--- config.mk ---
export PLATFORM = sky130hd
export DESIGN_NAME = interleaved_slow_pipe
export DESIGN_NICKNAME = d
export VERILOG_FILES = /design/src/rtl/isp_pkg.sv /design/src/rtl/isp_front.sv /design/src/rtl/isp_rr_dispatch.sv /design/src/rtl/isp_copy.sv /design/src/rtl/isp_merge.sv /design/src/rtl/interleaved_slow_pipe.sv
export SDC_FILE = /design/constraint.sdc
export NUM_CORES = 1
export LEC_CHECK = 0
export ABC_AREA = 1
export ABC_CLOCK_PERIOD_IN_PS = 2500
export BUFFER_PORTS_ARGS = -buffer_cell sky130_fd_sc_hd__buf_4
export CAP_MARGIN = 0
export CORE_AREA = 5 5 163 165
export DETAILED_ROUTE_END_ITERATION = 16
export DIE_AREA = 0 0 168 170
export PLACE_DENSITY = 0.47
export RECOVER_POWER = 25
export SYNTH_ARGS = -nofsm -noshare
export SYNTH_HDL_FRONTEND = slang
export SYNTH_SLANG_ARGS = --single-unit
--- constraint.sdc ---
create_clock -name clk -period 2.5 [get_ports clk]
set_input_delay 0.125 -clock clk [delete_from_list [all_inputs] [get_ports clk]]
set_output_delay 0.125 -clock clk [all_outputs]
set_load 0.01 [all_outputs]
--- src/rtl/isp_pkg.sv ---
package isp_pkg;
  // Mask source for the back-stage placeholder operation (low bits are used).
  localparam logic [63:0] BACK_MASK = 64'hA5C3_5A3C_96E1_1E69;

  // Width needed to count 0..n inclusive.
  function automatic int cnt_width(input int n);
    return (n < 2) ? 1 : $clog2(n + 1);
  endfunction

  // Width needed to index n items.
  function automatic int idx_width(input int n);
    return (n < 2) ? 1 : $clog2(n);
  endfunction
endpackage

--- src/rtl/isp_front.sv ---
module isp_front #(
  parameter int DATA_W = 16
) (
  input  logic              clk,
  input  logic              rst_n,
  input  logic              in_vld,
  input  logic [DATA_W-1:0] in_dat,
  output logic              s1_vld,
  output logic [DATA_W-1:0] s1_dat
);
  logic              vld_d;
  logic [DATA_W-1:0] dat_d;

  always_comb begin
    vld_d = in_vld;
    dat_d = in_dat + DATA_W'(1);
  end

  always_ff @(posedge clk or negedge rst_n) begin
    if (!rst_n) s1_vld <= 1'b0;
    else        s1_vld <= vld_d;
  end

  always_ff @(posedge clk) begin
    if (in_vld) s1_dat <= dat_d;
  end
endmodule

--- src/rtl/isp_rr_dispatch.sv ---
module isp_rr_dispatch #(
  parameter int COPIES = 3,
  parameter int SLOT_W = 2
) (
  input  logic              clk,
  input  logic              rst_n,
  input  logic              job_vld,
  output logic [COPIES-1:0] load_vec
);
  logic [SLOT_W-1:0] ptr_q, ptr_d;

  always_comb begin
    ptr_d = ptr_q;
    if (job_vld) begin
      if (ptr_q == SLOT_W'(COPIES - 1)) ptr_d = '0;
      else                              ptr_d = ptr_q + SLOT_W'(1);
    end
  end

  always_ff @(posedge clk or negedge rst_n) begin
    if (!rst_n)       ptr_q <= '0;
    else if (job_vld) ptr_q <= ptr_d;
  end

  for (genvar g = 0; g < COPIES; g++) begin : g_load
    assign load_vec[g] = job_vld && (ptr_q == SLOT_W'(g));
  end
endmodule

--- src/rtl/isp_copy.sv ---
module isp_copy #(
  parameter int DATA_W = 16,
  parameter int COPIES = 3
) (
  input  logic              clk,
  input  logic              rst_n,
  input  logic              load,
  input  logic [DATA_W-1:0] opnd_in,
  output logic              busy,
  output logic              done,
  output logic [DATA_W-1:0] result
);
  localparam int CNT_W = isp_pkg::cnt_width(COPIES);

  logic              busy_q, busy_d;
  logic [CNT_W-1:0]  cnt_q, cnt_d;
  logic [DATA_W-1:0] opnd_q, opnd_d, acc_q, acc_d;
  logic              en;
  logic              last;

  assign last = busy_q && (cnt_q == CNT_W'(COPIES));
  assign en   = load || busy_q;

  always_comb begin
    busy_d = busy_q;
    cnt_d  = cnt_q;
    opnd_d = opnd_q;
    acc_d  = acc_q;
    if (load) begin
      busy_d = 1'b1;
      cnt_d  = CNT_W'(1);
      opnd_d = opnd_in;
      acc_d  = opnd_in;
    end else if (last) begin
      busy_d = 1'b0;
    end else if (busy_q) begin
      cnt_d = cnt_q + CNT_W'(1);
      acc_d = acc_q + opnd_q;
    end
  end

  always_ff @(posedge clk or negedge rst_n) begin
    if (!rst_n) begin
      busy_q <= 1'b0;
      cnt_q  <= '0;
    end else if (en) begin
      busy_q <= busy_d;
      cnt_q  <= cnt_d;
    end
  end

  always_ff @(posedge clk) begin
    if (en) begin
      opnd_q <= opnd_d;
      acc_q  <= acc_d;
    end
  end

  assign busy   = busy_q;
  assign done   = last;
  assign result = acc_q;
endmodule

--- src/rtl/isp_merge.sv ---
module isp_merge #(
  parameter int DATA_W = 16,
  parameter int COPIES = 3,
  parameter int SLOT_W = 2
) (
  input  logic                     clk,
  input  logic                     rst_n,
  input  logic [COPIES-1:0]        done_vec,
  input  logic [COPIES*DATA_W-1:0] res_flat,
  output logic                     out_vld,
  output logic [DATA_W-1:0]        out_dat,
  output logic [SLOT_W-1:0]        out_slot
);
  localparam logic [DATA_W-1:0] MASK = isp_pkg::BACK_MASK[DATA_W-1:0];

  logic              any_done;
  logic [DATA_W-1:0] sel_dat;
  logic [SLOT_W-1:0] sel_slot;

  always_comb begin
    sel_dat  = '0;
    sel_slot = '0;
    for (int i = 0; i < COPIES; i++) begin
      if (done_vec[i]) begin
        sel_dat  = sel_dat  | res_flat[i*DATA_W +: DATA_W];
        sel_slot = sel_slot | SLOT_W'(i);
      end
    end
    any_done = |done_vec;
  end

  always_ff @(posedge clk or negedge rst_n) begin
    if (!rst_n) begin
      out_vld  <= 1'b0;
      out_slot <= '0;
    end else begin
      out_vld <= any_done;
      if (any_done) out_slot <= sel_slot;
    end
  end

  always_ff @(posedge clk) begin
    if (any_done) out_dat <= sel_dat ^ MASK;
  end
endmodule

--- src/rtl/interleaved_slow_pipe.sv ---
module interleaved_slow_pipe #(
  parameter int DATA_W = 16,
  parameter int COPIES = 3,
  parameter int SLOT_W = isp_pkg::idx_width(COPIES)
) (
  input  logic              clk,
  input  logic              rst_n,
  input  logic              in_vld,
  input  logic [DATA_W-1:0] in_dat,
  output logic              out_vld,
  output logic [DATA_W-1:0] out_dat,
  output logic [SLOT_W-1:0] out_slot
);
  logic                     s1_vld;
  logic [DATA_W-1:0]        s1_dat;
  logic [COPIES-1:0]        load_vec;
  logic [COPIES-1:0]        busy_vec;
  logic [COPIES-1:0]        done_vec;
  logic [COPIES*DATA_W-1:0] res_flat;

  isp_front #(.DATA_W(DATA_W)) front_i (
    .clk(clk), .rst_n(rst_n), .in_vld(in_vld), .in_dat(in_dat),
    .s1_vld(s1_vld), .s1_dat(s1_dat)
  );

  isp_rr_dispatch #(.COPIES(COPIES), .SLOT_W(SLOT_W)) disp_i (
    .clk(clk), .rst_n(rst_n), .job_vld(s1_vld), .load_vec(load_vec)
  );

  for (genvar g = 0; g < COPIES; g++) begin : g_copy
    isp_copy #(.DATA_W(DATA_W), .COPIES(COPIES)) copy_i (
      .clk(clk), .rst_n(rst_n), .load(load_vec[g]), .opnd_in(s1_dat),
      .busy(busy_vec[g]), .done(done_vec[g]),
      .result(res_flat[g*DATA_W +: DATA_W])
    );
  end

  isp_merge #(.DATA_W(DATA_W), .COPIES(COPIES), .SLOT_W(SLOT_W)) merge_i (
    .clk(clk), .rst_n(rst_n), .done_vec(done_vec), .res_flat(res_flat),
    .out_vld(out_vld), .out_dat(out_dat), .out_slot(out_slot)
  );
endmodule

Word level (Yosys, flattened, before mapping)
Cells that the tools add are included.
{ "op_classes": {"n_addsub": 8, "n_eq_ne": 8, "n_mux": 30, "bitwise_logic": 3, "n_reduce_logical": 26} }
{ "ops": {"columns": ["operator", "count"], "rows": [
  ["2-to-1 mux 16 bit", 12],
  ["adder 16 bit", 3],
  ["bitwise OR 16 bit", 2],
  ["2-to-1 mux 2 bit", 11],
  ["adder 16 x 1 -> 16 bit (second input constant)", 1],
  ["AND reduction 2 bit", 6],
  ["nonzero test 2 bit", 6],
  ["AND reduction 3 bit", 3],
  ["adder 2 x 1 -> 2 bit (second input constant)", 4],
  ["equality test 2 bit (second input constant)", 4],
  ["NOT 8 bit", 1],
  ["2-to-1 mux 1 bit", 7],
  ["logical AND 1 bit", 6],
  ["!= test 2 x 1 -> 1 bit (second input constant)", 3],
  ["logical OR 1 bit", 3],
  ["OR reduction 3 bit", 1],
  ["equality test 2 x 1 -> 1 bit (second input constant)", 1],
  ["logical NOT 2 bit", 1]
]} }
{ "word_totals": {"reg_bits": 143, "out_inout_bits": 19} }

Depth between registers and ports, before layout
{ "depth": {"depth_word": 8, "mapped_depth": 11} }

Modules after synthesis
A second synthesis with hierarchy kept.
{ "hier_totals": {"hier_cells": 1037, "area_unflattened_um2": 8534.4} }
{ "by_module_without_submodules": {"columns": ["mod", "n_inst", "cells_per_inst", "area_each_um2", "seq_area_each_um2"], "rows": [
  ["isp_copy", 3, 273, 2190.9, 1036.0],
  ["isp_merge", 1, 113, 979.7, 555.5],
  ["isp_front", 1, 89, 878.3, 505.5],
  ["isp_rr_dispatch", 1, 16, 103.8, 50.0]
]} }

Least setup slack after synthesis
Ideal clock, no wire load.
{ "synth_timing": {"path_type": "register to register", "from": "reg disp_i.ptr_q[0]", "to": "reg g_copy[0].copy_i.acc_q[0] (enable)", "setup_time_ps": 372, "arrival_time_ps": 1812, "t_required_ps": 2128, "path_slack_ps": 316, "path_stages_with_launch": 6, "synth_period_minus_slack_ps": 2184, "cell_sequence": "dfrtp_1 > nor3_4 > inv_2 > buf_6 > buf_6 > nand2_1"} }
{ "synth_via": {"elab_chain_cells": 4} }
{ "synth_rtl": {"columns": ["element", "line_no", "rtl"], "rows": [
  ["start, declared", "isp_rr_dispatch.sv:10", "logic [SLOT_W-1:0] ptr_q, ptr_d;"],
  ["start signal, assigned", "isp_rr_dispatch.sv:22", "else if (job_vld) ptr_q <= ptr_d;"],
  ["logical NOT 2 bit (*)", "isp_rr_dispatch.sv:26", "assign load_vec[g] = job_vld && (ptr_q == SLOT_W'(g));"],
  ["logical AND 1 bit (*)", "isp_rr_dispatch.sv:26", null],
  ["!= test 2 x 1 -> 1 bit (no source line), or another cell as far along", null, null],
  ["AND reduction 3 bit (no source line) (*)", null, null],
  ["end signal, assigned", "isp_copy.sv:55", "acc_q <= acc_d;"],
  ["end, declared", "isp_copy.sv:17", "logic [DATA_W-1:0] opnd_q, opnd_d, acc_q, acc_d;"]
]} }
Mark *: on every way between the ends. The rest lies on a longest branch, timed or not.
A chain may end at the register's enable or synchronous reset.

Worst setup path in the final report
{ "layout_timing": {"from": "reg g_copy[2].copy_i.acc_q[0]", "to": "reg g_copy[2].copy_i.acc_q[6] (data pin)"} }
{ "layout_via": {"elab_chain_cells": 4} }
{ "layout_rtl": {"columns": ["element", "line_no", "rtl"], "rows": [
  ["start, declared", "isp_copy.sv:17", null],
  ["start signal, assigned", "isp_copy.sv:55", null],
  ["adder 16 bit", "isp_copy.sv:38", "acc_d = acc_q + opnd_q;"],
  ["2-to-1 mux 16 bit", "isp_copy.sv:36", "end else if (busy_q) begin"],
  ["2-to-1 mux 16 bit", "isp_copy.sv:34", "end else if (last) begin"],
  ["2-to-1 mux 16 bit", "isp_copy.sv:29", "if (load) begin"],
  ["net g_copy[2].copy_i.acc_d[6]", "isp_copy.sv:17", null]
]} }
The timed path passes the listed nets, and every way through them passes these cells. The select of a mux whose other input is x is not followed.

==> results.toml <==
[cts]
cts_root_buf = "clkbuf_16"
cts_tree = "yes"
postCtsResizedCells = 0
h-tree-depth = 4
cts_sinks = 143
cts-buffers-inserted = 17
clkTransAtPathRegs_ns = 0.06
post-cts-setup-buffers = 0
insertion_delay_ns = 0.42
cts_buffer_depth = 2

[detailed_routing]
vias = 6087
routed_via_density = 4.47
drc_errors = 0
wl_per_cell_microns = 14.6
routed_wl_mm = 19.9
postRouteAntennaNets = 0
drt_iter0_drc = 320
first_pass_iters = 4

[grt]
antenna_found_initial = 0
grt_pass1_vias = 6136
grt_start_max_net_pins = 31
overflow = 0
grt_usage = 0.145
grt_pass1_wl_mm = 32.2

[logic_synthesis]
synth_area_leader_cell = "edfxtp_1"
synthTopCellsByArea = "edfxtp_1 (46%), nand2_1 (16%), ha_1 (7.4%)"
syn-num-nets = 1030
synth_seq_cells = 143
synth_ff_type = "edfxtp_1"
synth.avg_cell_area_sq_um = 8.66
yosysSeqAreaShare = 0.508
ys.warnings.count = 0
netlist_instances = 959
post-synth-top-count-cell = "nand2_1"
synth_enable_flop_cells = 128
synthTopCellsByCount = "nand2_1 (344), inv_1 (138), edfxtp_1 (128)"
synth_cell_types = 34
async_flop_share = 0.105
synth_top_area_share = 0.463
syn-cell-area_sq_um = 8310

[setup_path]
path_class = "flop to flop"
critPathLaunchType = "flop"
end_kind = "flop"
crit_path_max_fanout = 4
cp_data_arrival_time_ns = 2.26
required_ns = 2.67

[hold_path]
hold_class = "input port to flop"

[finish]
multi_input_area_sq_um = 3480
num-nets-final = 1091
drive_gt1_frac = 0.0939
n_fill_cell = 2539
areaGrowthSynthToFinish_pct = 16.4
register_area_sq_um = 4220
n_antenna_cell = 0
fin_area_sq_um = 9670

[floorplanning]
io_pins = 38
rows = 58
dieArea_sq_um = 28600
placeableCoreArea_sq_um = 24900
initial_core_util = 0.334
die_w_microns = 168
die_h_microns = 170

[sta]
fmax_ghz = 0.478
finalSetupTns_ns = 0
min_period_ns = 2.09
relSlewSlack = 0.318
setup_viol = 0
slew_viol_final = 0
hold_viol_final = 0
worst_pin_slew_ns = 1.02
rsz0062_at_grt = "false"
min_period_over_period = 0.837
clock_skew_ns = 0.00990

[place]
port-buffer-count = 37
gp_congestion = 0.847
postPlaceCellArea_sq_um = 9000
dp_hpwl_mm = 15.1

[run]
max_cap_viol_count = 0

[outcome]
status = "finished, final reports clean"

[power]
vdd_ir_drop_max_uv = 469
leakage_nw = 4.52
powerDensity_nw_per_um2 = 1310
repair_timing:
action	CTS	global route
hold buffers	8	0
setup endpoints to repair	0	0
hold endpoints to repair	22	0
stage by stage:
stage	setup WS, ns	power, mW	hold WS, ns	instances	util
detailed placement	0.396	10.2	0.000499	1323	0.361
global placement	0.447	10.1	-0.00134	1323	0.361
finish	0.407	12.7	0.0196	1363	0.388
global route	0.273	13.9	0.00202	1363	0.388
floorplan	0.316	8.46	-0.171	959	-
CTS	0.394	12.8	0.00187	1363	0.389
power breakdown:
group | switching (mW) | internal [mW] | total, mW
sequential | 0.482 | 3.85 | 4.33
clock | 0.971 | 1.65 | 2.63
combinational | 3.60 | 2.11 | 5.71
total | 5.05 | 7.62 | 12.7
state kept, by name, summed over array words and instances (netlist names):
register	count
merge_i.out_vld	1
merge_i.out_dat	16
disp_i.ptr_q	2
merge_i.out_slot	2
front_i.s1_vld	1
g_copy.copy_i.opnd_q	48
g_copy.copy_i.busy	3
front_i.s1_dat	16
g_copy.copy_i.cnt_q	6
g_copy.copy_i.result	48
metal layers:
layer  global-route usage  part of all wire  routed length, microns
met1                0.200              0.50                    9920
met3               0.0269             0.033                     653
met2                0.235              0.46                    9070
met5                    0                 0                       0
met4               0.0385             0.013                     255
final timing paths:
kind                       slack (ns)  cells past startpoint                          to                  startpoint
setup / recovery                 0.41                      9  g_copy[2].copy_i.result[6]  g_copy[2].copy_i.result[0]
hold / removal                   0.02                      2          front_i.s1_dat[14]                  in_dat[14]
setup reg to reg                 0.41                      9  g_copy[2].copy_i.result[6]  g_copy[2].copy_i.result[0]
hold reg to reg                  0.50                      1   g_copy[1].copy_i.cnt_q[0]   g_copy[1].copy_i.cnt_q[0]
max in group asynchronous        1.61                      2             disp_i.ptr_q[1]                       rst_n
min in group asynchronous        0.34                      2         merge_i.out_slot[1]                       rst_n
critical path: stages (launching register included):
cell and delay (ns):
edfxtp_1 0.42, ha_1 0.25, fa_1 0.38, nand2_1 0.11, nand2_1 0.08, nand3b_1 0.08, nand2_1 0.10, or2_2 0.30
nand3_2 0.07, o21ai_2 0.05
area by class of cell:
class                           count  share of cell area
Inverter                          143              0.0555
Sequential cell                   143               0.436
Timing Repair Buffer               54              0.0428
Clock inverter                     13              0.0176
Tap cell                          330              0.0427
Multi-Input combinational cell    661               0.360
Clock buffer                       19              0.0448
cell families (layout without fill, tap and decap cells):
family	after synthesis	in the layout	share of synthesized area
buffers and inverters	155	229	0.0744
DFF	143	143	0.508
and+or+nand+nor	510	510	0.259
AOI/OAI and AO/OA	79	79	0.0568
xor gates and xnor gates	20	20	0.0211
adders and majority gates	52	52	0.0810
layout by cell type, fill, tap and decap left out, types with 2 or more instances in the layout:
master and instances:
o21ai_2 6, o21ai_1 9, o21ai_0 16, clkinv_1 4
nor3_1 11, a22o_1 8, nor3_4 3, a21oi_1 34
nand3_2 2, nand3b_1 8, xnor2_1 9, and2_1 3
inv_1 138, clkbuf_1 5, o22ai_2 2, inv_2 5
clkinv_2 2, a21o_1 3, clkinv_4 2, ha_1 49
nor2_1 44, dlygate4sd3_1 8, nand4_1 7, xor2_1 11
or2_0 4, or2_2 10, dfrtp_1 15, nand3_1 73
clkbuf_16 17, bufinv_16 4, buf_4 43, edfxtp_1 128
fa_1 3, nand2_1 344
Note: power is estimated with default switching activity, not from simulation.
